**config.mk**
```make
export PLATFORM = sky130hd
export DESIGN_NAME = addr_match_trap
export DESIGN_NICKNAME = d
export VERILOG_FILES = /design/src/rtl/addr_trap_pkg.sv /design/src/rtl/addr_trap_regs.sv /design/src/rtl/addr_trap_cmp.sv /design/src/rtl/addr_trap_prio.sv /design/src/rtl/addr_match_trap.sv
export SDC_FILE = /design/constraint.sdc
export NUM_CORES = 1
export LEC_CHECK = 0
export BUFFER_PORTS_ARGS = -buffer_cell sky130_fd_sc_hd__buf_4
export CAP_MARGIN = 20
export CORE_ASPECT_RATIO = 1.75
export CORE_UTILIZATION = 25
export CTS_CLUSTER_DIAMETER = 200
export DETAILED_ROUTE_END_ITERATION = 16
export PLACE_DENSITY = 0.48
export SLEW_MARGIN = 30
export SYNTH_ARGS = -nofsm -noshare
export SYNTH_HDL_FRONTEND = slang
export SYNTH_SLANG_ARGS = --single-unit
```
**constraint.sdc**
```tcl
create_clock -name clk -period 5.7 [get_ports clk]
set_input_delay 0.855 -clock clk [delete_from_list [all_inputs] [get_ports clk]]
set_output_delay 0.855 -clock clk [all_outputs]
set_load 0.03 [all_outputs]
```
**src/rtl/addr_trap_pkg.sv**
```systemverilog
package addr_trap_pkg;
  localparam int unsigned DEF_ADDR_W  = 24;
  localparam int unsigned DEF_NUM_CMP = 4;
endpackage

```
**src/rtl/addr_trap_regs.sv**
```systemverilog
module addr_trap_regs #(
  parameter int unsigned ADDR_W  = 24,
  parameter int unsigned NUM_CMP = 4,
  localparam int unsigned IDX_W  = $clog2(NUM_CMP)
) (
  input  logic                            clk,
  input  logic                            rst_n,
  input  logic                            addr_we,
  input  logic [IDX_W-1:0]                addr_idx,
  input  logic [ADDR_W-1:0]               addr_data,
  input  logic                            en_we,
  input  logic [NUM_CMP-1:0]              en_data,
  output logic [NUM_CMP-1:0][ADDR_W-1:0]  addr_q,
  output logic [NUM_CMP-1:0]              en_q
);
  logic [NUM_CMP-1:0][ADDR_W-1:0] addr_d;
  logic [NUM_CMP-1:0]             en_d;

  // next-state
  always_comb begin
    addr_d = addr_q;
    en_d   = en_q;
    if (addr_we) addr_d[addr_idx] = addr_data;
    if (en_we)   en_d = en_data;
  end

  // registers
  always_ff @(posedge clk or negedge rst_n) begin
    if (!rst_n) begin
      addr_q <= '0;
      en_q   <= '0;
    end else begin
      if (addr_we) addr_q <= addr_d;
      if (en_we)   en_q   <= en_d;
    end
  end
endmodule

```
**src/rtl/addr_trap_cmp.sv**
```systemverilog
module addr_trap_cmp #(
  parameter int unsigned ADDR_W = 24
) (
  input  logic              enable,
  input  logic              probe_vld,
  input  logic [ADDR_W-1:0] ref_addr,
  input  logic [ADDR_W-1:0] probe_addr,
  output logic              hit
);
  always_comb hit = enable && probe_vld && (ref_addr == probe_addr);
endmodule

```
**src/rtl/addr_trap_prio.sv**
```systemverilog
module addr_trap_prio #(
  parameter int unsigned NUM_CMP = 4,
  localparam int unsigned IDX_W  = $clog2(NUM_CMP)
) (
  input  logic [NUM_CMP-1:0] hits,
  output logic               any_hit,
  output logic [IDX_W-1:0]   low_idx
);
  // the scan runs downward so that the lowest index is written last and wins
  always_comb begin
    any_hit = |hits;
    low_idx = '0;
    for (int i = NUM_CMP - 1; i >= 0; i--) begin
      if (hits[i]) low_idx = IDX_W'(i);
    end
  end
endmodule

```
**src/rtl/addr_match_trap.sv**
```systemverilog
module addr_match_trap
  import addr_trap_pkg::*;
#(
  parameter int unsigned ADDR_W  = DEF_ADDR_W,
  parameter int unsigned NUM_CMP = DEF_NUM_CMP,
  localparam int unsigned IDX_W  = $clog2(NUM_CMP)
) (
  input  logic               clk,
  input  logic               rst_n,
  input  logic               cfg_addr_we,
  input  logic [IDX_W-1:0]   cfg_addr_idx,
  input  logic [ADDR_W-1:0]  cfg_addr_data,
  input  logic               cfg_en_we,
  input  logic [NUM_CMP-1:0] cfg_en_data,
  input  logic               fetch_start_vld,
  input  logic [ADDR_W-1:0]  fetch_start_addr,
  output logic               trap_req,
  output logic [IDX_W-1:0]   trap_idx
);
  // reset: asserted asynchronously, released after two clock edges
  logic [1:0] rst_sync_q;
  logic       rst_n_i;

  always_ff @(posedge clk or negedge rst_n) begin
    if (!rst_n) rst_sync_q <= 2'b00;
    else        rst_sync_q <= {rst_sync_q[0], 1'b1};
  end
  assign rst_n_i = rst_sync_q[1];

  logic [NUM_CMP-1:0][ADDR_W-1:0] addr_q;
  logic [NUM_CMP-1:0]             en_q;
  logic [NUM_CMP-1:0]             hits;
  logic                           any_hit;
  logic [IDX_W-1:0]               low_idx;

  addr_trap_regs #(.ADDR_W(ADDR_W), .NUM_CMP(NUM_CMP)) regs_i (
    .clk       (clk),
    .rst_n     (rst_n_i),
    .addr_we   (cfg_addr_we),
    .addr_idx  (cfg_addr_idx),
    .addr_data (cfg_addr_data),
    .en_we     (cfg_en_we),
    .en_data   (cfg_en_data),
    .addr_q    (addr_q),
    .en_q      (en_q)
  );

  for (genvar g = 0; g < NUM_CMP; g++) begin : g_cmp
    addr_trap_cmp #(.ADDR_W(ADDR_W)) cmp_i (
      .enable     (en_q[g]),
      .probe_vld  (fetch_start_vld),
      .ref_addr   (addr_q[g]),
      .probe_addr (fetch_start_addr),
      .hit        (hits[g])
    );
  end

  addr_trap_prio #(.NUM_CMP(NUM_CMP)) prio_i (
    .hits    (hits),
    .any_hit (any_hit),
    .low_idx (low_idx)
  );

  logic             trap_req_d, trap_req_q;
  logic [IDX_W-1:0] trap_idx_d, trap_idx_q;

  // next-state
  always_comb begin
    trap_req_d = any_hit;
    trap_idx_d = any_hit ? low_idx : '0;
  end

  // registers
  always_ff @(posedge clk or negedge rst_n_i) begin
    if (!rst_n_i) begin
      trap_req_q <= 1'b0;
      trap_idx_q <= '0;
    end else begin
      trap_req_q <= trap_req_d;
      trap_idx_q <= trap_idx_d;
    end
  end

  assign trap_req = trap_req_q;
  assign trap_idx = trap_idx_q;
endmodule

```
## Word-level counts from Yosys, hierarchy flattened

Index checks and enable logic that the tools add are counted.

- Bits in registers: 105
- Latch bits: 0
- Bits in writable memories: 0
- Memory bits (read-only): 0
- Bits of input ports: 59
- Output and inout port bits: 3
- Word-level logic and storage cells: 32
- Memories: 0

- Add/subtract/negate cells: 0
- Multipliers: 0
- Divide/modulo/power cells: 0
- Order comparisons: 2
- Equal/unequal tests: 4
- Shifts and indexed selects: 0
- Mux-type cells: 8
- Bitwise operators: 0
- Reductions and logical operators: 10

Operator list:

| cell | number |
|---|---|
| $bwmux 96 | 1 |
| $eq 24x24->1 | 4 |
| $demux 24 s2 | 1 |
| $mux 24 | 1 |
| $mux 2 | 5 |
| $logic_and 1x1->1 | 9 |
| $reduce_or 4->1 | 1 |
| $lt 2x3->1 const B | 1 |
| $ge 2x1->1 const B | 1 |

## Longest topological paths before layout

Gate-level depths: netlist of the first run.

- Depth after elaboration: 7
- Gate-level depth with buffers: 6
- Mapped depth without buffers: 5

## Cells and area by module

From an unflattened synthesis of the first run, not the netlist that was laid out.

- Cell total of the unflattened synthesis: 359
- Area total of the unflattened synthesis: 4999.8 um2

By module, submodules not included:

| module | instances | cells an instance | area an instance (um2) | seq. area each (um2) |
|---|---|---|---|---|
| addr_trap_regs | 1 | 212 | 3742.3 | 2502.4 |
| addr_trap_cmp | 4 | 33 | 270.3 | 0.0 |
| addr_match_trap | 1 | 8 | 141.4 | 125.1 |
| addr_trap_prio | 1 | 7 | 35.0 | 0.0 |

## Worst setup path after synthesis of the first run

Ideal clock, no wire load.

- Path type: input to register
- Start point: input port fetch_start_addr[13]
- End point: register trap_req_q, in the netlist trap_req
- Setup time: 73 ps
- Data arrival time: 2390 ps
- Data required time: 5627 ps
- Setup slack: 3237 ps
- Stages: 6
- Path buffers: 1
- Path through: clkbuf_1 xnor2_1 nand4_1 or4_1 nor4_1 nand4bb_1

- Word-level cells in the longest chain between the ends: 3
- Elaborated cells on any way between the ends: 9
- Classes of those cells: 4 x eq/ne; 5 x reduce/logical

RTL lines:

| element | line | source |
|---|---|---|
| start, declared | addr_match_trap.sv:16 | `input logic [ADDR_W-1:0] fetch_start_addr,` |
| $eq 24x24->1 | addr_trap_cmp.sv:10 | `always_comb hit = enable && probe_vld && (ref_addr == probe_addr);` |
| $logic_and 1x1->1 | addr_trap_cmp.sv:10 |  |
| $reduce_or 4->1 * | addr_trap_prio.sv:11 | `any_hit = \|hits;` |
| named net any_hit | addr_match_trap.sv:33 | `logic any_hit;` |
| end signal, assigned | addr_match_trap.sv:79 | `trap_req_q <= trap_req_d;` |
| end, declared | addr_match_trap.sv:64 | `logic trap_req_d, trap_req_q;` |

Mark *: on every way through the listed nets, which the timed path passes. The rest lies on a longest branch.
A chain may end at the register's enable or synchronous reset.

## Worst setup path after layout of the first run

- Start point: input port fetch_start_addr[20]
- End point: register trap_req_q, in the netlist trap_req

The elaborated chain is that of the path after synthesis.

==> results of run 1 <==
## per-stage QoR
stage / setup WS (ns) / hold WS [ns]
finish: 3.17 / 0.272
global route: 3.03 / 0.262
floorplan: 2.56 / 0.331
CTS: 3.08 / 0.262
detailed placement: 2.71 / 0.337
global placement: 2.77 / 0.325
## report_power, final
part | internal, mW | switching (mW)
clock network | 0.439 | 0.280
logic | 0.241 | 0.176
registers | 0.879 | 0.0929
total | 1.56 | 0.549
## final cells by class
type,instances,area (µm²)
flip-flops and latches,105,2630
clock buffers,10,239
fillers,2023,13700
well taps,245,307
multi-input cells,244,2300
clock inverters,6,105
repair buffers,65,488
## metal layers
| layer | up-vias | wire length, µm | part of all wire |
|---|---|---|---|
| li1 | 1401 | - | - |
| met1 | 1544 | 4900 | 0.38 |
| met2 | 53 | 7390 | 0.57 |
| met3 | 11 | 393 | 0.030 |
| met4 | 0 | 272 | 0.021 |
| met5 | - | 0 | 0 |
## cell usage after synthesis
master,count
a211oi_2,1
xnor2_2,3
clkbuf_1,15
nor3_1,1
nand4_1,18
nor3b_1,1
nand3b_1,2
or3_1,1
nand3_1,9
dfrtp_1,105
a21oi_1,1
buf_2,1
nand2_1,2
nand4bb_1,1
xor2_1,8
or4_1,4
mux2_2,100
nor4_1,5
conb_1,1
xnor2_1,85
o311ai_0,1
clkbuf_2,4
buf_6,3
buf_4,1
## path summary, 6_finish.rpt
path / depth (start not counted) / to / slack (ns) / from
max: 6 / trap_req$_DFF_PN0_ / 3.17 / fetch_start_addr[20]
min in group clk: 0 / rst_sync_q[1]$_DFF_PN0_ / 0.36 / rst_sync_q[0]$_DFF_PN0_
max in group asynchronous: 1 / regs_i.addr_q[49]$_DFFE_PN0P_ / 4.13 / rst_sync_q[1]$_DFF_PN0_
min reg2reg: 0 / regs_i.addr_q[20]$_DFFE_PN0P_ / 0.32 / rst_sync_q[1]$_DFF_PN0_
max reg2reg: 5 / trap_req$_DFF_PN0_ / 3.44 / regs_i.addr_q[44]$_DFFE_PN0P_
min: 1 / rst_sync_q[1]$_DFF_PN0_ / 0.27 / rst_n
## kinds of logic (layout without fill, tap and decap cells)
group,Yosys count,after routing
flip-flops,105,105
XOR/XNOR,96,96
other,1,1
AND/OR/NAND/NOR,44,44
multiplexers,100,100
AO/OA/AOI/OAI,3,3
buffers and inverters,24,81
## flip-flops by register name, summed over array words and instances, names as in the netlist
signal / count
regs_i.addr_q: 96
regs_i.en_q: 4
rst_sync_q: 2
trap_idx: 2
trap_req: 1
==> impl_metrics.toml, run 1 <==
[outcome]
run_status = "completed"

[drt]
drcViolationCount = 0
wirelength_um = 13000
viasPerCell = 4.46
drtIter0Drc = 90
wl_per_cell_um = 19.2
vias = 3009
drtPass1Iterations = 4
ant_nets = 0

[logic_synthesis]
yosys.area_share.simple = 0.0539
yosys_warnings = 0
synth_top_family_by_area = "multiplexers"
synth_top_area_share = 0.521
muxShareOfSynthArea = 0.223
synth_area_leaders = "dfrtp_1 (52%), mux2_2 (22%), xnor2_1 (15%), nand4_1 (2.2%), xor2_1 (1.4%)"
synth_top_cell_by_area = "dfrtp_1"
synthAdderAreaFrac = 0
mappedNetlistArea_mm2 = 0.00504
synth.avg_cell_area_um2 = 13.5
synth_cell_type_count = 24
syn-num-nets = 432
synth-xor-area-share = 0.171
yosysSeqAreaShare = 0.521
synth_seq_cells = 105
synth_cells = 373
synth_compound_area_frac = 0.00521

[sta]
drv_slew = 0
worst_pin_slew_ns = 0.861
finalClockSkew_ns = 0.00819
fin_crit_ns = 2.53
setup_tns_ns = 0
setup_viol = 0
max_freq_ghz = 0.396
hold_viol_final = 0
relSlewSlack = 0.425
fin_crit_sh = 0.443
rsz0062_at_grt = "false"

[finish]
finish.utilization = 0.308
antennaDiodeCount = 0
fin_area_mm2 = 0.00607
final_common_cell = "dfrtp_1"
most-common-layout-cells = "dfrtp_1 (104), mux2_2 (100), xnor2_1 (85)"
drive_gt1_frac = 0.437
nNetsFinal = 484
area_delta_synth_final_pct = 20.4
stdcell_count = 675

[clocking]
cts_root_buf = "clkbuf_16"
clockBufferDepth = 2
cts_tree = "done"
clock_sinks = 105
cts_hold_buf = 0
cts_resized = 0
postCtsSetupRepairBufs = 0
cts_buffers = 9
ctsHtreeMaxLevel = 3
clk_latency_ns = 0.36
clk_pin_slew_ns = 0.07

[global_route]
grt-ovfl-total = 0
grtUsageMet3 = 0.0209
grt_busiest_layer = "met2"
grt_max_degree = 66
met1_usage = 0.146
grtUsageMet2 = 0.260
grt_pass1_wl_um = 20100
antenna_found_initial = 0
grt_pass1_vias = 3393
grtUsageTotal = 0.136

[placement]
io_buffers = 61
dp.cells = 659
hpwl_um = 9620
gp_congestion = 0.754
placed_area_mm2 = 0.00573

[worst_setup_path]
cp.buffers_inverters = 1
arrival_ns = 2.81
crit_slowest_cell = "or4_1"
critPathTopFamily = "simple AND/OR/NAND/NOR gates"
critPathKind = "in2reg"
crit_required_ns = 5.98
cp-end-kind = "flop"
crit_path_max_fanout = 4
path_cells = "buf_4 > xnor2_1 > nand4_1 > or4_1 > nor4_1 > nand4bb_1"
crit_path_start_kind = "input port"
cpPeakStageDelay_ns = 0.53

[job]
max_cap_viol_count = 0

[floorplan]
die-area_mm2 = 0.0208
fp.coreArea_mm2 = 0.0197
die_w_um = 109
start_util = 0.255
fp-row-count = 68
die-height_um = 190
pin_count = 62

[pwr]
p_per_area_mw_per_mm2 = 347
finalPower_mw = 2.11
leakage_nw = 2.42
ir_drop_uv = 135

[hold_path]
hold_class = "in2async"
Power figures use the tool's default switching activity.
==> inputs of run 2 (changes only) <==
- PLACE_DENSITY: 0.48 -> 0.49
- clock period: 5.7 -> 2 ns (I/O delays scaled with it)
==> run 2 against run 1 <==
Effect of this change:
- the flow now finishes with violations (negative setup slack)
- utilization grew 1.3 points
- sequential power grew to 2.8 times the previous value
- clock power grew 140%
- cell area grew 4.4%
- clock skew about the same
- critical path depth stayed put
- worst setup slack got worse by 3.2 ns
- non-clock buffer count grew 30
- combinational power grew to 3.1 times the previous value
- register-to-register slack worse by 3.5 ns
- via count up 3.9%
==> impl_metrics.toml, run 2 (synthesized netlist as in run 1, its figures left out) <==
[clocking]
cts_buffers = 9
clock_sinks = 105
clockBufferDepth = 2
cts_root_buf = "clkbuf_16"
ctsHtreeMaxLevel = 3
clk_latency_ns = 0.36
clk_pin_slew_ns = 0.07
cts_tree = "done"

[outcome]
run_status = "finished, violations left"
violations = "negative setup slack"

[finish]
nNetsFinal = 514
final_common_cell = "dfrtp_1"
regMostFlops = "regs_i.addr_q"
area_delta_synth_final_pct = 25.7
largest_reg_flops = 96
drive_gt1_frac = 0.496
finish.utilization = 0.321
fillCellCount = 2014
top_regs = "regs_i.addr_q x96, regs_i.en_q x4"
stdcell_count = 705
most-common-layout-cells = "dfrtp_1 (104), mux2_2 (100), buf_4 (92)"
antennaDiodeCount = 0
final-seq-area_mm2 = 0.00263
multi_input_area_mm2 = 0.00237

[worst_setup_path]
crit_required_ns = 2.28
arrival_ns = 2.30
r2r_slack_ns = -0.02
critPathKind = "reg2reg"
r2r-end = "trap_idx[0]$_DFF_PN0_"
cp-end-kind = "flop"
crit_path_start_kind = "flop"
rr_worst_depth = 6
crit_path_end = "trap_idx[0]$_DFF_PN0_"
crit_path_max_fanout = 2
r2r_start = "regs_i.addr_q[44]$_DFFE_PN0P_"
startpoint = "regs_i.addr_q[44]$_DFFE_PN0P_"

[floorplan]
fp-row-count = 68
die-height_um = 190
die-area_mm2 = 0.0208
fp.coreArea_mm2 = 0.0197
die_w_um = 109
pin_count = 62
start_util = 0.255

[drt]
wirelength_um = 13100
ant_nets = 0
drtPass1Iterations = 4
wl_per_cell_um = 18.6
drtIter0Drc = 73
vias = 3127
drcViolationCount = 0
viasPerCell = 4.44

[sta]
setup_viol = 2
setup_ws_ns = -0.0199
finalClockSkew_ns = 0.00830
rsz0062_at_grt = "true"
fin_crit_sh = 1.01
hold_viol_final = 0
relSlewSlack = 0.607
max_freq_ghz = 0.495
drv_slew = 0
fin_crit_ns = 2.02
worst_pin_slew_ns = 0.589

[global_route]
grt_pass1_wl_um = 20300
grt_pass1_vias = 3535
antenna_found_initial = 0
grt-ovfl-total = 0
grtUsageTotal = 0.136
grt_max_degree = 104

[placement]
io_buffers = 61
gp_congestion = 0.762
hpwl_um = 9660
dp.cells = 688

[job]
max_cap_viol_count = 0

[pwr]
ir_drop_uv = 353
leakage_nw = 2.57
finalPower_mw = 5.77
p_per_area_mw_per_mm2 = 911

[hold_path]
whs_path_depth = 2
hold_class = "in2reg"
[run 2: metrics by stage]
stage | hold slack, ns | worst slack [ns] | instance area (µm²) | TNS [ns]
floorplan | 0.00441 | 0.0919 | 5040 | 0
global placement | 0.0824 | -0.273 | 5960 | -0.454
detailed placement | 0.0830 | -0.245 | 5960 | -0.416
CTS | 0.171 | -0.114 | 6280 | -0.279
global route | 0.180 | -0.0852 | 6340 | -0.204
finish | 0.180 | -0.0199 | 6340 | -0.0205
[run 2: layer usage]
layer	share of wire	GRT usage
met2	0.58	0.258
met3	0.020	0.0137
met5	0	0
met1	0.38	0.145
met4	0.027	0.0682
[run 2: critical path: stages, from the launching register on]
cell and delay, ns:
dfrtp_1 0.41, xnor2_2 0.15, buf_4 0.16, nand4_1 0.13, or4_4 0.51, or4_4 0.45
a21oi_4 0.14
[run 2: timing repair]
item                       CTS  global route
hold endpoints to repair     2             0
hold buffers                 1             0
pin swaps                    5            10
buffers inserted             0             0
setup endpoints to repair    3             3
resized for setup            4            10
[run 2: worst min-delay path by stage]
stage	endpoint	startpoint
after floorplan	rst_sync_q[0]$_DFF_PN0_	rst_n
after global placement	rst_sync_q[0]$_DFF_PN0_	rst_n
after detailed placement	rst_sync_q[0]$_DFF_PN0_	rst_n
after CTS	regs_i.en_q[3]$_DFFE_PN0P_	cfg_en_data[3]
after global routing	regs_i.en_q[2]$_DFFE_PN0P_	cfg_en_data[2]
final	regs_i.en_q[1]$_DFFE_PN0P_	cfg_en_data[1]
[run 2: power breakdown]
group / internal [mW] / total, mW / switching (mW)
Combinational: 0.769 / 1.30 / 0.535
Clock: 0.879 / 1.70 / 0.823
Sequential: 2.50 / 2.76 / 0.260
Total: 4.15 / 5.77 / 1.62
[run 2: cell type report]
cell class / instances / share of cell area
clock buffer: 10 / 0.0377
clock inverter: 6 / 0.00691
multi-input combinational: 244 / 0.375
sequential: 105 / 0.415
tap: 245 / 0.0484
timing repair buffer: 95 / 0.117
